--- config.mk ---
export PLATFORM = sky130hd
export DESIGN_NAME = alarm_cmp_top
export DESIGN_NICKNAME = d
export VERILOG_FILES = /design/src/rtl/alarm_cmp_pkg.sv /design/src/rtl/alarm_regs.sv /design/src/rtl/alarm_match.sv /design/src/rtl/alarm_flag.sv /design/src/rtl/alarm_cmp_top.sv
export SDC_FILE = /design/constraint.sdc
export NUM_CORES = 1
export LEC_CHECK = 0
export CAP_MARGIN = 20
export CORE_AREA = 2 2 88 90
export CTS_BUF_LIST = sky130_fd_sc_hd__clkbuf_4 sky130_fd_sc_hd__clkbuf_8
export DETAILED_ROUTE_END_ITERATION = 6
export DIE_AREA = 0 0 90 92
export GPL_ROUTABILITY_DRIVEN = 0
export PLACE_DENSITY = 0.73
export SYNTH_ARGS = -nofsm -noshare
export SYNTH_HDL_FRONTEND = slang
export SYNTH_SLANG_ARGS = --single-unit
--- constraint.sdc ---
create_clock -name clk_i -period 2.3 [get_ports clk_i]
set_clock_uncertainty 0.1 [all_clocks]
set_input_delay 0.575 -clock clk_i [delete_from_list [all_inputs] [get_ports clk_i]]
set_output_delay 0.575 -clock clk_i [all_outputs]
set_load 0.02 [all_outputs]
--- src/rtl/alarm_cmp_pkg.sv ---
package alarm_cmp_pkg;
  localparam int unsigned CLR_BIT = 3;

  typedef enum logic [1:0] {
    SEL_CMP,
    SEL_CTRL,
    SEL_NONE
  } reg_sel_e;
endpackage

--- src/rtl/alarm_regs.sv ---
module alarm_regs
  import alarm_cmp_pkg::*;
#(
  parameter int unsigned NUM_BYTES = 6,
  parameter int unsigned BYTE_W    = 8,
  parameter int unsigned ADDR_W    = 3
) (
  input  logic                        clk_i,
  input  logic                        rst_ni,
  input  logic                        bus_we_i,
  input  logic [ADDR_W-1:0]           bus_addr_i,
  input  logic [BYTE_W-1:0]           bus_wdata_i,
  output logic [BYTE_W-1:0]           bus_rdata_o,
  output logic [NUM_BYTES*BYTE_W-1:0] cmp_o,
  output logic [NUM_BYTES-1:0]        en_o,
  output logic                        irq_en_o
);
  localparam int unsigned CTRL_ADDR = NUM_BYTES;
  localparam int unsigned IRQ_BIT   = BYTE_W - 1;

  logic [BYTE_W-1:0]    cmp_q [NUM_BYTES];
  logic [NUM_BYTES-1:0] en_q;
  logic                 irq_en_q;
  reg_sel_e             sel;

  always_comb begin
    sel = SEL_NONE;
    if (bus_addr_i < ADDR_W'(NUM_BYTES)) sel = SEL_CMP;
    else if (bus_addr_i == ADDR_W'(CTRL_ADDR)) sel = SEL_CTRL;
  end

  for (genvar i = 0; i < NUM_BYTES; i++) begin : g_byte
    always_ff @(posedge clk_i or negedge rst_ni) begin
      if (!rst_ni) cmp_q[i] <= '0;
      else if (bus_we_i && sel == SEL_CMP && bus_addr_i == ADDR_W'(i))
        cmp_q[i] <= bus_wdata_i;
    end
    assign cmp_o[i*BYTE_W +: BYTE_W] = cmp_q[i];

    AST_CMP_STORE: assert property (@(posedge clk_i) disable iff (!rst_ni)
      bus_we_i && bus_addr_i == ADDR_W'(i) |=> cmp_q[i] == $past(bus_wdata_i));
  end

  always_ff @(posedge clk_i or negedge rst_ni) begin
    if (!rst_ni) begin
      en_q     <= '0;
      irq_en_q <= 1'b0;
    end else if (bus_we_i && sel == SEL_CTRL) begin
      en_q     <= bus_wdata_i[NUM_BYTES-1:0];
      irq_en_q <= bus_wdata_i[IRQ_BIT];
    end
  end

  always_comb begin
    bus_rdata_o = '0;
    case (sel)
      SEL_CMP: begin
        for (int i = 0; i < NUM_BYTES; i++)
          if (bus_addr_i == ADDR_W'(i)) bus_rdata_o = cmp_q[i];
      end
      SEL_CTRL: begin
        bus_rdata_o[NUM_BYTES-1:0] = en_q;
        bus_rdata_o[IRQ_BIT]       = irq_en_q;
      end
      default: bus_rdata_o = '0;
    endcase
  end

  assign en_o     = en_q;
  assign irq_en_o = irq_en_q;

  AST_CTRL_HOLD: assert property (@(posedge clk_i) disable iff (!rst_ni)
    !(bus_we_i && bus_addr_i == ADDR_W'(CTRL_ADDR)) |=> $stable(en_q) && $stable(irq_en_q));
endmodule

--- src/rtl/alarm_match.sv ---
module alarm_match #(
  parameter int unsigned NUM_BYTES = 6,
  parameter int unsigned BYTE_W    = 8
) (
  input  logic [NUM_BYTES*BYTE_W-1:0] cnt_i,
  input  logic [NUM_BYTES*BYTE_W-1:0] cmp_i,
  input  logic [NUM_BYTES-1:0]        en_i,
  output logic                        hit_o
);
  logic [NUM_BYTES-1:0] eq_vec;

  // deselected byte acts as always equal
  for (genvar i = 0; i < NUM_BYTES; i++) begin : g_cmp
    assign eq_vec[i] = !en_i[i] ||
                       (cnt_i[i*BYTE_W +: BYTE_W] == cmp_i[i*BYTE_W +: BYTE_W]);
  end

  // no byte selected: never match
  assign hit_o = (&eq_vec) && (|en_i);
endmodule

--- src/rtl/alarm_flag.sv ---
module alarm_flag (
  input  logic clk_i,
  input  logic rst_ni,
  input  logic tick_i,
  input  logic hit_i,
  input  logic clr_i,
  input  logic irq_en_i,
  output logic flag_o,
  output logic irq_o
);
  logic prev_q;
  logic flag_q;
  logic set;

  assign set = tick_i && hit_i && !prev_q;

  always_ff @(posedge clk_i or negedge rst_ni) begin
    if (!rst_ni) prev_q <= 1'b0;
    else if (tick_i) prev_q <= hit_i;
  end

  // set beats clear so a fresh event is never lost
  always_ff @(posedge clk_i or negedge rst_ni) begin
    if (!rst_ni) flag_q <= 1'b0;
    else if (set) flag_q <= 1'b1;
    else if (clr_i) flag_q <= 1'b0;
  end

  assign flag_o = flag_q;
  assign irq_o  = flag_q && irq_en_i;

  AST_SET_ON_MATCH: assert property (@(posedge clk_i) disable iff (!rst_ni)
    tick_i && hit_i && !prev_q |=> flag_o);
  AST_NO_SET_OFF_TICK: assert property (@(posedge clk_i) disable iff (!rst_ni)
    !tick_i && !flag_o |=> !flag_o);
  AST_CLEAR: assert property (@(posedge clk_i) disable iff (!rst_ni)
    clr_i && !tick_i |=> !flag_o);
  AST_HELD_MATCH: assert property (@(posedge clk_i) disable iff (!rst_ni)
    tick_i && prev_q && !flag_o |=> !flag_o);
endmodule

--- src/rtl/alarm_cmp_top.sv ---
module alarm_cmp_top
  import alarm_cmp_pkg::*;
#(
  parameter int unsigned NUM_BYTES = 6,
  parameter int unsigned BYTE_W    = 8,
  parameter int unsigned ADDR_W    = 3
) (
  input  logic                        clk_i,
  input  logic                        rst_ni,
  input  logic                        bus_we_i,
  input  logic [ADDR_W-1:0]           bus_addr_i,
  input  logic [BYTE_W-1:0]           bus_wdata_i,
  output logic [BYTE_W-1:0]           bus_rdata_o,
  input  logic                        stat_we_i,
  input  logic [BYTE_W-1:0]           stat_wdata_i,
  input  logic [NUM_BYTES*BYTE_W-1:0] cnt_i,
  input  logic                        cnt_tick_i,
  output logic                        alarm_flag_o,
  output logic                        irq_o
);
  logic [NUM_BYTES*BYTE_W-1:0] cmp;
  logic [NUM_BYTES-1:0]        en;
  logic                        irq_en;
  logic                        hit;
  logic                        clr;
  logic                        unused_stat;

  assign clr         = stat_we_i && stat_wdata_i[CLR_BIT];
  assign unused_stat = ^stat_wdata_i;

  alarm_regs #(.NUM_BYTES(NUM_BYTES), .BYTE_W(BYTE_W), .ADDR_W(ADDR_W)) u_regs (
    .clk_i       (clk_i),
    .rst_ni      (rst_ni),
    .bus_we_i    (bus_we_i),
    .bus_addr_i  (bus_addr_i),
    .bus_wdata_i (bus_wdata_i),
    .bus_rdata_o (bus_rdata_o),
    .cmp_o       (cmp),
    .en_o        (en),
    .irq_en_o    (irq_en)
  );

  alarm_match #(.NUM_BYTES(NUM_BYTES), .BYTE_W(BYTE_W)) u_match (
    .cnt_i (cnt_i),
    .cmp_i (cmp),
    .en_i  (en),
    .hit_o (hit)
  );

  alarm_flag u_flag (
    .clk_i    (clk_i),
    .rst_ni   (rst_ni),
    .tick_i   (cnt_tick_i),
    .hit_i    (hit),
    .clr_i    (clr),
    .irq_en_i (irq_en),
    .flag_o   (alarm_flag_o),
    .irq_o    (irq_o)
  );

  AST_IRQ_NEEDS_FLAG: assert property (@(posedge clk_i) disable iff (!rst_ni)
    irq_o |-> alarm_flag_o);
  AST_NO_ALARM_ALL_OFF: assert property (@(posedge clk_i) disable iff (!rst_ni)
    $rose(alarm_flag_o) |-> $past(en) != '0);
  AST_SET_NEEDS_TICK: assert property (@(posedge clk_i) disable iff (!rst_ni)
    $rose(alarm_flag_o) |-> $past(cnt_tick_i));
  AST_ZERO_WRITE_KEEPS: assert property (@(posedge clk_i) disable iff (!rst_ni)
    alarm_flag_o && !clr |=> alarm_flag_o);
endmodule

==> reports/results.ini <==
[pwr]
powerDensity_mw_per_mm2=729
power_mw=3.43
vdd_drop_max_v=0.000303
cellLeakagePower_nw=1.94

[cts]
cts_tree=built
htreeDepth=3
clockRootBuffer=clkbuf_8
cts_sinks=57
clk_pin_slew_ns=0.06
cts_hold_buffers=0
cts_made_buffers=9
clk_latency_ns=0.35
clock_path_buffers=2

[outcome]
violations=negative setup slack
status=complete, but fails checks

[detailed_routing]
drt_iter0_markers=102
dr.pass1.iters=4
drt_wl_total_mm=8.67
ant_nets=0
route.vias.total=2460
wl_per_cell_um=18.2
drc=0
viasPerCell=5.16

[layout]
area_delta_synth_final_pct=45.5
diodes=0
final_nets=442
drive_above_1_share=0.408

[placed_design]
dpl_worst_slack_ns=-0.935
portBuffers=74
dp_hpwl_mm=6.32

[critical_path]
r2r_end=u_flag.flag_o
worstPathArrival_ns=1.73
worstReg2RegStart=u_regs.cmp_o[9]
start_kind=primary input
crit_type=in2out
r2r_slack_ns=0.33
required_ns=1.62
worst_r2r_path_depth=6
worst-path-max-fanout=6
crit_path_end_kind=output port

[synthesis]
ys_ff_latch=57
yosys.area.top_type=dfrtp_1
syn_area_per_cell_um2=12.9
synth_fp_nets=323
synthCells=251
yosysWarnings=0
yosysSeqAreaShare=0.441
synth_top_cells_by_area=dfrtp_1 44%, mux2_2 20%, xnor2_1 11%
yosys.area.top_type_share=0.441
syn_area_mm2=0.00323
synth_cell_types=30

[grt]
grt_max_degree=58
grt_remaining_overflow=0
first_global_vias=2693
antenna_found_initial=0
grt_pass1_wl_mm=14.1
grt_util_all_layers=0.222

[sta]
whs_ns=0.106
finalCritPeriodShare=1.04
hold_violations=0
slew_violations=0
slew_headroom=0.720
setup_slack_ns=-0.100
setup_violations=3
max_freq_ghz=0.417
rsz0062_at_grt=true
min_period_ns=2.40
worst_slew_pin_slew_ns=0.417

[floorplanning]
die-area_mm2=0.00828
core_region_area_mm2=0.00745
rows=32
fp.dieH_um=92
start_util=0.434
die_w_um=90
io_pins=82

[job]
max_cap_viol_count=0

[hold_path]
hold_path.class=in2async

cell families after synthesis:
family / Yosys count / share of synthesized area
xor+xnor: 48 / 0.130
mux: 73 / 0.280
flops: 57 / 0.441
buf+inv: 9 / 0.0201
simple gates: 42 / 0.0905
compound gates: 22 / 0.0383
flip-flops by register name, summed over array words and instances (netlist names):
register and count:
u_flag.flag_o 1, u_flag.prev_q 1, u_regs.cmp_o 48, u_regs.en_o 6, u_regs.irq_en_o 1
synth_stat cells, drive strengths merged:
library cell and n:
nand3 1, nor3b 2, o41ai 1, nand4 11
a21oi 12, and2 1, buf 7, o31a 1
dfrtp 57, inv 1, nand2 5, a21boi 1
o32ai 1, xor2 8, mux4 8, or4 1
clkbuf 1, nor3 2, nor2 13, nor4 2
mux2 57, nand2b 1, xnor2 40, mux2i 8
o21ai 6, nand4b 2, nor2b 1
metal layers:
metal | global-route usage | vias up | part of all wire | wire length (µm)
met5 | 0 | - | 0 | 0
met4 | 0.115 | 0 | 0.031 | 272
met3 | 0.0468 | 24 | 0.050 | 432
met2 | 0.345 | 87 | 0.46 | 4030
met1 | 0.295 | 1190 | 0.45 | 3940
li1 | - | 1159 | - | -
cell usage in the layout (no fill, tap or decap), types with 6 or more instances in the layout:
master           instances
buf_4                   35
mux2_2                  55
buf_6                    7
clkdlybuf4s50_1         62
mux4_2                   8
buf_12                   6
dfrtp_1                 57
nand4_1                 11
mux2i_1                  8
a21oi_2                  7
xor2_1                   8
clkbuf_8                11
nor2_1                  10
xnor2_1                 40
layout make-up:
cell class / count / area (µm²)
clock buffer: 13 / 166
clock inverter: 3 / 15.0
fill: 598 / 2740
inverter: 1 / 3.75
multi-input combinational: 185 / 1780
sequential: 57 / 1430
tap: 102 / 128
timing repair buffer: 116 / 1180
how the worst max path moves through the flow:
stage / from / end / slack, ns
after CTS: bus_addr_i[0] / bus_rdata_o[1] / -0.08
after floorplan: bus_addr_i[0] / bus_rdata_o[4] / 0.01
after global routing: bus_addr_i[0] / bus_rdata_o[6] / -0.12
final: bus_addr_i[0] / bus_rdata_o[6] / -0.10
after detailed placement: bus_addr_i[0] / bus_rdata_o[6] / -0.93
after global placement: bus_addr_i[0] / bus_rdata_o[1] / -0.93
critical path, cell delays in order:
cell and delay, ns:
buf_8 0.09, buf_12 0.13, mux4_2 0.50, mux2_4 0.29
buf_6 0.13
report_power, final:
| group | switching (mW) | internal (mW) |
|---|---|---|
| combinational | 0.441 | 0.697 |
| clock | 0.400 | 0.468 |
| sequential | 0.200 | 1.22 |
per-stage QoR:
stage | TNS (ns) | utilization | instances | cell area, µm²
6_report | -0.226 | 0.632 | 477 | 4710
5_1_grt | -0.406 | 0.632 | 477 | 4710
4_1_cts | -0.242 | 0.625 | 475 | 4660
3_5_place_dp | -12.87 | 0.587 | 454 | 4370
3_3_place_gp | -11.78 | 0.587 | 454 | 4370
2_1_floorplan | 0 | - | 251 | 3230
timing repair:
| action | CTS | global route |
|---|---|---|
| pin swaps | 5 | 4 |
| endpoints found under the setup margin | 8 | 8 |
| gates resized for setup | 61 | 13 |
| setup buffers | 3 | 2 |
| cloned | 2 | 0 |
No activity file was read; power rests on OpenSTA's default activity.
